## config.mk

```make
export PLATFORM = sky130hd
export DESIGN_NAME = serial_cfg_port
export DESIGN_NICKNAME = d
export VERILOG_FILES = /design/src/rtl/cfgp_pkg.sv /design/src/rtl/cfg_shift_in.sv /design/src/rtl/cfg_reg_bank.sv /design/src/rtl/cfg_out_gate.sv /design/src/rtl/serial_cfg_port.sv
export SDC_FILE = /design/constraint.sdc
export NUM_CORES = 1
export LEC_CHECK = 0
export CORE_MARGIN = 10
export CORE_UTILIZATION = 56
export DETAILED_ROUTE_END_ITERATION = 10
export DONT_BUFFER_PORTS = 1
export GPL_TIMING_DRIVEN = 0
export PLACE_DENSITY = 0.74
export RECOVER_POWER = 25
export SLEW_MARGIN = 20
export SYNTH_ARGS = -nofsm -noshare
export SYNTH_HDL_FRONTEND = slang
export SYNTH_SLANG_ARGS = --single-unit
export TNS_END_PERCENT = 20
```

## constraint.sdc

```tcl
create_clock -name clk -period 1.6 [get_ports clk]
set_input_delay 0.08 -clock clk [delete_from_list [all_inputs] [get_ports clk]]
set_output_delay 0.08 -clock clk [all_outputs]
set_load 0.1 [all_outputs]
```

## src/rtl/cfgp_pkg.sv

```systemverilog
package cfgp_pkg;

  localparam int CFG_WORD_W   = 24;
  localparam int CFG_NUM_DEST = 5;

  // Control-register field positions
  localparam int LO_PWR_LSB  = 4;
  localparam int LO_MUTE_BIT = 6;
  localparam int TX_MUTE_BIT = 7;
  localparam int TX_PWR_BIT  = 8;

  typedef enum logic [2:0] {
    DST_CTRL  = 3'd0,
    DST_TX    = 3'd1,
    DST_RXCAL = 3'd2,
    DST_LO    = 3'd3,
    DST_RXFLT = 3'd4
  } dest_e;

  // Destination from the low three bits of a word
  function automatic dest_e dest_of(input logic [2:0] cbits);
    case (cbits[1:0])
      2'b00:   return DST_CTRL;
      2'b01:   return cbits[2] ? DST_RXCAL : DST_TX;
      2'b10:   return DST_LO;
      default: return DST_RXFLT;
    endcase
  endfunction

  function automatic logic [3:0] level_onehot(input logic [1:0] code);
    return 4'b0001 << code;
  endfunction

  // Enable is withheld only when muting is requested and lock is absent
  function automatic logic lock_gate(input logic mute, input logic locked);
    return !(mute && !locked);
  endfunction

endpackage

```

## src/rtl/cfg_shift_in.sv

```systemverilog
module cfg_shift_in #(
  parameter int WORD_W      = 24,
  parameter int SYNC_STAGES = 2
) (
  input  logic              clk,
  input  logic              rst_n,
  input  logic              ser_clk,
  input  logic              ser_data,
  input  logic              ser_load,
  output logic [WORD_W-1:0] shift_word,
  output logic              bit_strobe,
  output logic              commit_pulse
);

  localparam int TOP = SYNC_STAGES - 1;

  logic [SYNC_STAGES-1:0] sclk_sy, sdat_sy, load_sy;
  logic                   sclk_last, load_last;

  always_ff @(posedge clk or negedge rst_n) begin
    if (!rst_n) begin
      sclk_sy   <= '0;
      sdat_sy   <= '0;
      load_sy   <= '0;
      sclk_last <= 1'b0;
      load_last <= 1'b0;
    end else begin
      sclk_sy   <= {sclk_sy[TOP-1:0], ser_clk};
      sdat_sy   <= {sdat_sy[TOP-1:0], ser_data};
      load_sy   <= {load_sy[TOP-1:0], ser_load};
      sclk_last <= sclk_sy[TOP];
      load_last <= load_sy[TOP];
    end
  end

  assign bit_strobe   = sclk_sy[TOP] & ~sclk_last;
  assign commit_pulse = load_sy[TOP] & ~load_last;

  always_ff @(posedge clk or negedge rst_n) begin
    if (!rst_n)          shift_word <= '0;
    else if (bit_strobe) shift_word <= {shift_word[WORD_W-2:0], sdat_sy[TOP]};
  end

endmodule

```

## src/rtl/cfg_reg_bank.sv

```systemverilog
module cfg_reg_bank
  import cfgp_pkg::*;
#(
  parameter int WORD_W   = 24,
  parameter int NUM_DEST = 5
) (
  input  logic                           clk,
  input  logic                           rst_n,
  input  logic                           commit,
  input  logic [WORD_W-1:0]              word,
  output logic [NUM_DEST-1:0]            wr_onehot,
  output logic [NUM_DEST-1:0][WORD_W-1:0] regs
);

  dest_e sel;
  assign sel = dest_of(word[2:0]);

  for (genvar g = 0; g < NUM_DEST; g++) begin : g_reg
    logic [WORD_W-1:0] q;
    assign wr_onehot[g] = commit && (int'(sel) == g);
    always_ff @(posedge clk or negedge rst_n) begin
      if (!rst_n)            q <= '0;
      else if (wr_onehot[g]) q <= word;
    end
    assign regs[g] = q;
  end

endmodule

```

## src/rtl/cfg_out_gate.sv

```systemverilog
module cfg_out_gate
  import cfgp_pkg::*;
#(
  parameter int WORD_W = 24
) (
  input  logic              clk,
  input  logic              rst_n,
  input  logic [WORD_W-1:0] ctrl,
  input  logic              lock_det,
  output logic [3:0]        lo_level,
  output logic              tx_pwr_hi,
  output logic              lo_out_en,
  output logic              tx_out_en
);

  assign lo_level  = level_onehot(ctrl[LO_PWR_LSB +: 2]);
  assign tx_pwr_hi = ctrl[TX_PWR_BIT];

  always_ff @(posedge clk or negedge rst_n) begin
    if (!rst_n) begin
      lo_out_en <= 1'b0;
      tx_out_en <= 1'b0;
    end else begin
      lo_out_en <= lock_gate(ctrl[LO_MUTE_BIT], lock_det);
      tx_out_en <= lock_gate(ctrl[TX_MUTE_BIT], lock_det);
    end
  end

endmodule

```

## src/rtl/serial_cfg_port.sv

```systemverilog
module serial_cfg_port
  import cfgp_pkg::*;
#(
  parameter int WORD_W      = CFG_WORD_W,
  parameter int SYNC_STAGES = 2
) (
  input  logic              clk,
  input  logic              rst_n,
  input  logic              ser_clk,
  input  logic              ser_data,
  input  logic              ser_load,
  input  logic              lock_det,
  output logic [WORD_W-1:0] ctrl_word,
  output logic [WORD_W-1:0] tx_word,
  output logic [WORD_W-1:0] rxcal_word,
  output logic [WORD_W-1:0] lo_word,
  output logic [WORD_W-1:0] rxflt_word,
  output logic [3:0]        lo_level,
  output logic              tx_pwr_hi,
  output logic              lo_out_en,
  output logic              tx_out_en
);

  localparam int NUM_DEST = CFG_NUM_DEST;

  logic [WORD_W-1:0]                shift_word;
  logic                             bit_strobe;
  logic                             commit_pulse;
  logic [NUM_DEST-1:0]              wr_onehot;
  logic [NUM_DEST-1:0][WORD_W-1:0]  regs;

  cfg_shift_in #(.WORD_W(WORD_W), .SYNC_STAGES(SYNC_STAGES)) u_shift (
    .clk          (clk),
    .rst_n        (rst_n),
    .ser_clk      (ser_clk),
    .ser_data     (ser_data),
    .ser_load     (ser_load),
    .shift_word   (shift_word),
    .bit_strobe   (bit_strobe),
    .commit_pulse (commit_pulse)
  );

  cfg_reg_bank #(.WORD_W(WORD_W), .NUM_DEST(NUM_DEST)) u_bank (
    .clk       (clk),
    .rst_n     (rst_n),
    .commit    (commit_pulse),
    .word      (shift_word),
    .wr_onehot (wr_onehot),
    .regs      (regs)
  );

  assign ctrl_word  = regs[int'(DST_CTRL)];
  assign tx_word    = regs[int'(DST_TX)];
  assign rxcal_word = regs[int'(DST_RXCAL)];
  assign lo_word    = regs[int'(DST_LO)];
  assign rxflt_word = regs[int'(DST_RXFLT)];

  cfg_out_gate #(.WORD_W(WORD_W)) u_gate (
    .clk       (clk),
    .rst_n     (rst_n),
    .ctrl      (ctrl_word),
    .lock_det  (lock_det),
    .lo_level  (lo_level),
    .tx_pwr_hi (tx_pwr_hi),
    .lo_out_en (lo_out_en),
    .tx_out_en (tx_out_en)
  );

endmodule

```

==> qor.txt, run 1 <==
FLOORPLANNING
--------------------------------------------------------------------------------------------------------
Die Footprint                                                                               0.0146 sq mm
Io pins                                                                                              133
Site Rows                                                                                             36
Die outline height                                                                           121 microns
Starting utilization of the core area                                                              57.9%
Die X                                                                                        121 microns
CORE AREA                                                                                   0.00986 sq mm

ROUTE
--------------------------------------------------------------------------------------------------------
Final ANT Viol Nets                                                                                    0
Vias per std cell                                                                                   5.57
Detailed-routing iteration count for the pre-antenna-repair pass                                       4
Post-detailed-route wirelength per cell                                                     24.1 microns
Post-route DRC violation count                                                                         0
Initial DRC count                                                                                    183
Routed vias                                                                                        2,805
Routed wire length                                                                          12,100 microns

CLOCK TREE
--------------------------------------------------------------------------------------------------------
Number of clock sinks seen by CTS                                                                    154
CTS max path bufs                                                                                      2
Worst-skew pair later-pin latency                                                                0.52 ns
Post-CTS clock slew at the launch and capture registers of the worst setup and hold paths        0.06 ns
TritonCTS clock tree                                                                                 yes
CTS H-tree depth                                                                                       4
CTS Hold Bufs                                                                                          4
Root Buffer Master                                                                          sky130_fd_sc_hd__clkbuf_8
Cts bufs inserted                                                                                     17

YOSYS
--------------------------------------------------------------------------------------------------------
Warnings from Yosys                                                                                    0
FF+latch count, synth                                                                                154
Post-Synthesis Mean Instance Area                                                             17.4 sq um
Combined area of all synthesized cells                                                      0.00571 sq mm
Cell count after synthesis                                                                           328
Unique cell type count in the Yosys netlist                                                           18
Post-synthesis net count                                                                             334
Fraction of the yosys area taken by sequential cells                                               67.5%

FINISH
--------------------------------------------------------------------------------------------------------
Area delta synth->final                                                                            18.6%
N_diodes                                                                                               0
Finished layout cell area                                                                   0.00678 sq mm
Cell Count, Final, Fillers Out                                                                       504
Most common cell after layout, fill and taps aside                                          sky130_fd_sc_hd__dfrtp_1
Net count, final                                                                                     364
Fraction of final layout cells with drive strength greater than 1                                  55.3%
Highest-count cells in the layout ignoring fill and taps                                    sky130_fd_sc_hd__dfrtp_1, sky130_fd_sc_hd__mux2_2, sky130_fd_sc_hd__mux2_4
Post-layout utilization of the core                                                                68.7%

CRITICAL PATH
--------------------------------------------------------------------------------------------------------
Worst stage delay on the critical path                                                           0.66 ns
Worst-path cell chain                                                                            nor2b_4
Highest net fanout along the worst path                                                                6
CP max stage cell                                                                           sky130_fd_sc_hd__dfrtp_4
Setup crit end kind                                                                         primary output
Critical path arrival                                                                            1.81 ns
Cell family contributing the most delay on the critical path                                  flip-flops
Number of buffer and inverter instances along the worst setup path                                     0
Start of the worst register-to-register path                                                u_shift.shift_word[1]
Class of the most critical setup path                                                       register to primary output
Sort of element at the start of the critical path                                               register
Timing startpoint of the critical path                                                      u_bank.g_reg[0].q[5]
WP data required                                                                                 1.52 ns

STA
--------------------------------------------------------------------------------------------------------
Hold Slack                                                                                     -0.746 ns
Crit path setup slack, layout                                                                  -0.289 ns
Final Hold Viols                                                                                     154
Max Clock Freq                                                                                   529 MHz
Max-slew violation count                                                                               0
Slew margin rel.                                                                                   37.0%
Fraction of the cycle the final worst path needs                                                    118%
Clock Skew                                                                                    0.00841 ns
Post-route minimum period                                                                        1.89 ns
Final setup violation count                                                                           16
Unrepaired setup endpoints after global routing                                                     true
Transition time of the tightest slew-check pin                                                  0.945 ns

PLACED DESIGN
--------------------------------------------------------------------------------------------------------
Post-placement cell area                                                                    0.00590 sq mm
Final weighted congestion in routability-driven placement                                          0.720
Number of port buffers                                                                                 0
Cells after DPL                                                                                      461
HPWL after detailed placement                                                               7770 microns

OUTCOME
--------------------------------------------------------------------------------------------------------
Run status                                                                                  finished, violations left
Failing checks                                                                              negative hold slack, negative setup slack

JOB
--------------------------------------------------------------------------------------------------------
Max capacitance violation total                                                                        0

GLOBAL ROUTING
--------------------------------------------------------------------------------------------------------
First-pass GRT wire length                                                                  18,600 microns
Maximum number of pins on one net before global-route repair                                         155
Initial antenna violation count                                                                        0
Via count of the first global-routing pass                                                         3,080
Grt ovf                                                                                                0
Global-route usage over all layers                                                                 16.7%

WORST HOLD PATH
--------------------------------------------------------------------------------------------------------
Min-Delay Path Class                                                                        input port to asynchronous set/reset pin

[stage by stage]
step	hold slack [ns]	setup WS (ns)	setup TNS, ns
final	-0.746	-0.289	-1.12
after global routing	-0.766	-0.338	-2.70
after CTS	-0.765	-0.313	-3.14
after detailed placement	-0.211	-0.265	-9.40
after global placement	-0.211	-0.259	-8.27
after floorplan	-0.216	-0.206	-0.565
[worst paths after layout]
kind	cells past startpoint	endpoint	slack, ns
setup / recovery	1	lo_level[2]	-0.29
hold / removal	0	u_bank.g_reg[1].q[0]	-0.75
setup reg to reg	5	u_bank.g_reg[1].q[15]	-0.01
hold reg to reg	0	u_shift.sclk_sy[1]	0.35
max in group asynchronous	0	u_bank.g_reg[0].q[4]	2.21
min in group clk	1	u_shift.sclk_sy[0]	0.11
[cell usage after synthesis (all sizes together)]
| master | count | area (sq um) |
|---|---|---|
| and2 | 2 | 12.5 |
| and4bb | 1 | 16.3 |
| buf | 15 | 109 |
| clkbuf | 1 | 3.75 |
| dfrtp | 154 | 3850 |
| mux2 | 132 | 1550 |
| nand2 | 1 | 6.26 |
| nand2b | 7 | 43.8 |
| nand4b | 1 | 8.76 |
| nor2 | 1 | 3.75 |
| nor2b | 9 | 63.8 |
| nor3 | 1 | 10.0 |
| nor3b | 1 | 18.8 |
| or2 | 2 | 12.5 |
[cells by family after synthesis]
| group | synth area share, % |
|---|---|
| multiplexers | 27.1 |
| buffers and inverters | 1.97 |
| flip-flops | 67.5 |
| AND/OR/NAND/NOR | 3.44 |
[layer usage]
layer	vias to the layer above	routed length [microns]	global-route usage [%]
li1	1204	-	-
met1	1497	4910	19.8
met2	94	5890	26.2
met3	10	1200	7.54
met4	0	121	6.56
met5	-	0	0
[timing repair]
| item | CTS | global route |
|---|---|---|
| endpoints found under the setup margin | 115 | 104 |
| gates cloned | 1 | 1 |
| hold endpoints to repair | 159 | 154 |
| buffers inserted | 2 | 3 |
| pin swaps | 2 | 2 |
| resized for setup | 38 | 19 |
[cell type report]
cell class / count / area (sq um)
clock buffers: 21 / 439
fillers: 640 / 3090
flip-flops and latches: 154 / 3870
repair buffers: 11 / 114
well taps: 133 / 166
multi-input cells: 158 / 1860
plain buffers: 16 / 179
clock inverters: 11 / 146
[state kept, by name (all words and copies together) (netlist names)]
register            count
u_shift.load_sy         2
u_shift.load_last       1
u_gate.lo_out_en        1
u_shift.sclk_sy         2
u_shift.sdat_sy         2
u_shift.sclk_last       1
u_bank.g.q            120
u_gate.tx_out_en        1
u_shift.shift_word     24
Power of run 1 is not shown: default switching activity piles up to over one toggle a cycle in this logic, so the estimate is an artifact.
==> run 2, diff against run 1 <==
--- a/config.mk
+++ b/config.mk
@@ -15,5 +15,6 @@
 export SLEW_MARGIN = 20
 export SYNTH_ARGS = -nofsm -noshare
 export SYNTH_HDL_FRONTEND = slang
+export SYNTH_HIERARCHICAL = 1
 export SYNTH_SLANG_ARGS = --single-unit
 export TNS_END_PERCENT = 20
==> qor.txt, run 2 <==
FLOORPLANNING
--------------------------------------------------------------------------------------------------------
Io pins                                                                                              133   unchanged
Die X                                                                                        122 microns   +0.90%
Site Rows                                                                                             37   +2.8%
Die Footprint                                                                               0.0149 sq mm   +1.8%
Starting utilization of the core area                                                              57.1%   -0.86 points
Die outline height                                                                           122 microns   +0.90%
CORE AREA                                                                                   0.0102 sq mm   +3.7%

ROUTE
--------------------------------------------------------------------------------------------------------
Initial DRC count                                                                                    172   -6.0%
Final ANT Viol Nets                                                                                    0   unchanged
Routed wire length                                                                          12,000 microns   -1.0%
Routed vias                                                                                        2,750   -2.0%
Vias per std cell                                                                                   5.50   -1.2%
Post-detailed-route wirelength per cell                                                     24.0 microns   -0.26%
Detailed-routing iteration count for the pre-antenna-repair pass                                       4   unchanged
Post-route DRC violation count                                                                         0   unchanged

CLOCK TREE
--------------------------------------------------------------------------------------------------------
Worst-skew pair later-pin latency                                                                0.52 ns   about the same
TritonCTS clock tree                                                                                 yes
Cts bufs inserted                                                                                     17   unchanged
CTS H-tree depth                                                                                       4   unchanged
Post-CTS clock slew at the launch and capture registers of the worst setup and hold paths        0.07 ns   about the same
Number of clock sinks seen by CTS                                                                    154   unchanged
Root Buffer Master                                                                          sky130_fd_sc_hd__clkbuf_8
CTS max path bufs                                                                                      2   unchanged
CTS Hold Bufs                                                                                          4   unchanged

STA
--------------------------------------------------------------------------------------------------------
Fraction of the cycle the final worst path needs                                                    117%   -1.4 points
Slew margin rel.                                                                                   37.4%   +0.45 points
Post-route minimum period                                                                        1.87 ns   -0.0224 ns
Final setup violation count                                                                            4   -12
Max Clock Freq                                                                                   536 MHz   +1.2%
Crit path setup slack, layout                                                                  -0.266 ns   +0.0224 ns
Transition time of the tightest slew-check pin                                                  0.939 ns   -0.00674 ns
Max-slew violation count                                                                               0   unchanged
Unrepaired setup endpoints after global routing                                                     true
Final Hold Viols                                                                                     154   unchanged
Clock Skew                                                                                    0.00500 ns   -0.00341 ns
Hold Slack                                                                                     -0.747 ns   -0.00143 ns

GLOBAL ROUTING
--------------------------------------------------------------------------------------------------------
Via count of the first global-routing pass                                                         3,027   -1.7%
Initial antenna violation count                                                                        0   unchanged
First-pass GRT wire length                                                                  18,600 microns   -0.37%
Grt ovf                                                                                                0   unchanged
Global-route usage over all layers                                                                 16.3%   -0.41 points
Maximum number of pins on one net before global-route repair                                         155   unchanged

CRITICAL PATH
--------------------------------------------------------------------------------------------------------
Critical path arrival                                                                            1.79 ns   -0.02 ns
Sort of element at the start of the critical path                                               register
Worst stage delay on the critical path                                                           0.65 ns   about the same
Timing startpoint of the critical path                                                      u_bank/g_reg[0].q[4]
Class of the most critical setup path                                                       register to primary output
Setup crit end kind                                                                         primary output
Cell family contributing the most delay on the critical path                                  flip-flops
Highest net fanout along the worst path                                                                6   unchanged
CP max stage cell                                                                           sky130_fd_sc_hd__dfrtp_4
WP data required                                                                                 1.52 ns   about the same
Number of buffer and inverter instances along the worst setup path                                     0   unchanged
Worst-path cell chain                                                                            nor2b_4
Start of the worst register-to-register path                                                u_shift/shift_word[1]

FINISH
--------------------------------------------------------------------------------------------------------
Number of flip-flops under the largest register name                                                 120   unchanged
N_diodes                                                                                               0   unchanged
Register name with the most flops                                                             u_bank/g.q
Fraction of final layout cells with drive strength greater than 1                                  55.8%   +0.51 points
Highest-count cells in the layout ignoring fill and taps                                    sky130_fd_sc_hd__dfrtp_1, sky130_fd_sc_hd__mux2_2, sky130_fd_sc_hd__mux2_4
Net count, final                                                                                     358   -1.6%
Area delta synth->final                                                                            16.5%
Most common cell after layout, fill and taps aside                                          sky130_fd_sc_hd__dfrtp_1
Finished layout cell area                                                                   0.00680 sq mm   +0.35%
Largest registers in the final layout                                                       u_bank/g.q x120, u_shift/shift_word x24
Post-layout utilization of the core                                                                66.5%   -2.2 points

YOSYS
--------------------------------------------------------------------------------------------------------
Cell count after synthesis                                                                           326   -0.61%
Warnings from Yosys                                                                                    6   +6
Post-Synthesis Mean Instance Area                                                             17.9 sq um   +2.8%
Combined area of all synthesized cells                                                      0.00584 sq mm   +2.2%
Post-synthesis net count                                                                             332   -0.60%

PLACED DESIGN
--------------------------------------------------------------------------------------------------------
Final weighted congestion in routability-driven placement                                          0.714   -0.85%
Setup Slack @ Placement                                                                        -0.233 ns   +0.0319 ns
Post-placement cell area                                                                    0.00602 sq mm   +2.1%
HPWL after detailed placement                                                               7760 microns   about the same
Number of port buffers                                                                                 0   unchanged

OUTCOME
--------------------------------------------------------------------------------------------------------
Run status                                                                                  finished, violations left
Failing checks                                                                              negative hold slack, negative setup slack

JOB
--------------------------------------------------------------------------------------------------------
Max capacitance violation total                                                                        0   unchanged

WORST HOLD PATH
--------------------------------------------------------------------------------------------------------
Min-Delay Path Class                                                                        input port to asynchronous set/reset pin

[run 2: final cells by class]
type	instances	area, sq um
clock inverters	12	174
multi-input cells	157	1880
repair buffers	7	73.8
well taps	136	170
flip-flops and latches	154	3880
plain buffers	15	195
clock buffers	19	432
fillers	692	3430
[run 2: path summary, 6_finish.rpt]
kind                                    endpoint  slack (ns)  cells after the start
max                                  lo_level[1]       -0.27                      1
min                        u_bank/g_reg[2].q[14]       -0.75                      0
max reg2reg                u_bank/g_reg[2].q[12]        0.03                      3
min reg2reg                   u_shift/load_sy[1]        0.35                      0
max in group asynchronous  u_bank/g_reg[0].q[23]        2.19                      0
min in group clk              u_shift/sclk_sy[0]        0.12                      1
[run 2: layer usage]
| metal | wire [microns] | share of wire (%) | GRT usage [%] |
|---|---|---|---|
| met5 | 0 | 0 | 0 |
| met4 | 227 | 1.9 | 7.58 |
| met3 | 1340 | 11 | 8.05 |
| met2 | 5760 | 48 | 24.5 |
| met1 | 4670 | 39 | 19.5 |
[run 2: timing repair]
action	4_1_cts	5_1_grt
gates cloned	1	0
setup endpoints to repair	53	77
endpoints found under the hold margin	159	154
resized for setup	14	27
pin swaps	1	0
setup buffers	2	0
[run 2: per-stage QoR]
| stage | TNS [ns] | std cells |
|---|---|---|
| after detailed placement | -4.30 | 462 |
| after global placement | -3.57 | 462 |
| after global routing | -2.57 | 500 |
| after CTS | -0.854 | 500 |
| final | -0.724 | 500 |
| after floorplan | -0.411 | 326 |
Power of run 2 is left out for the same reason.
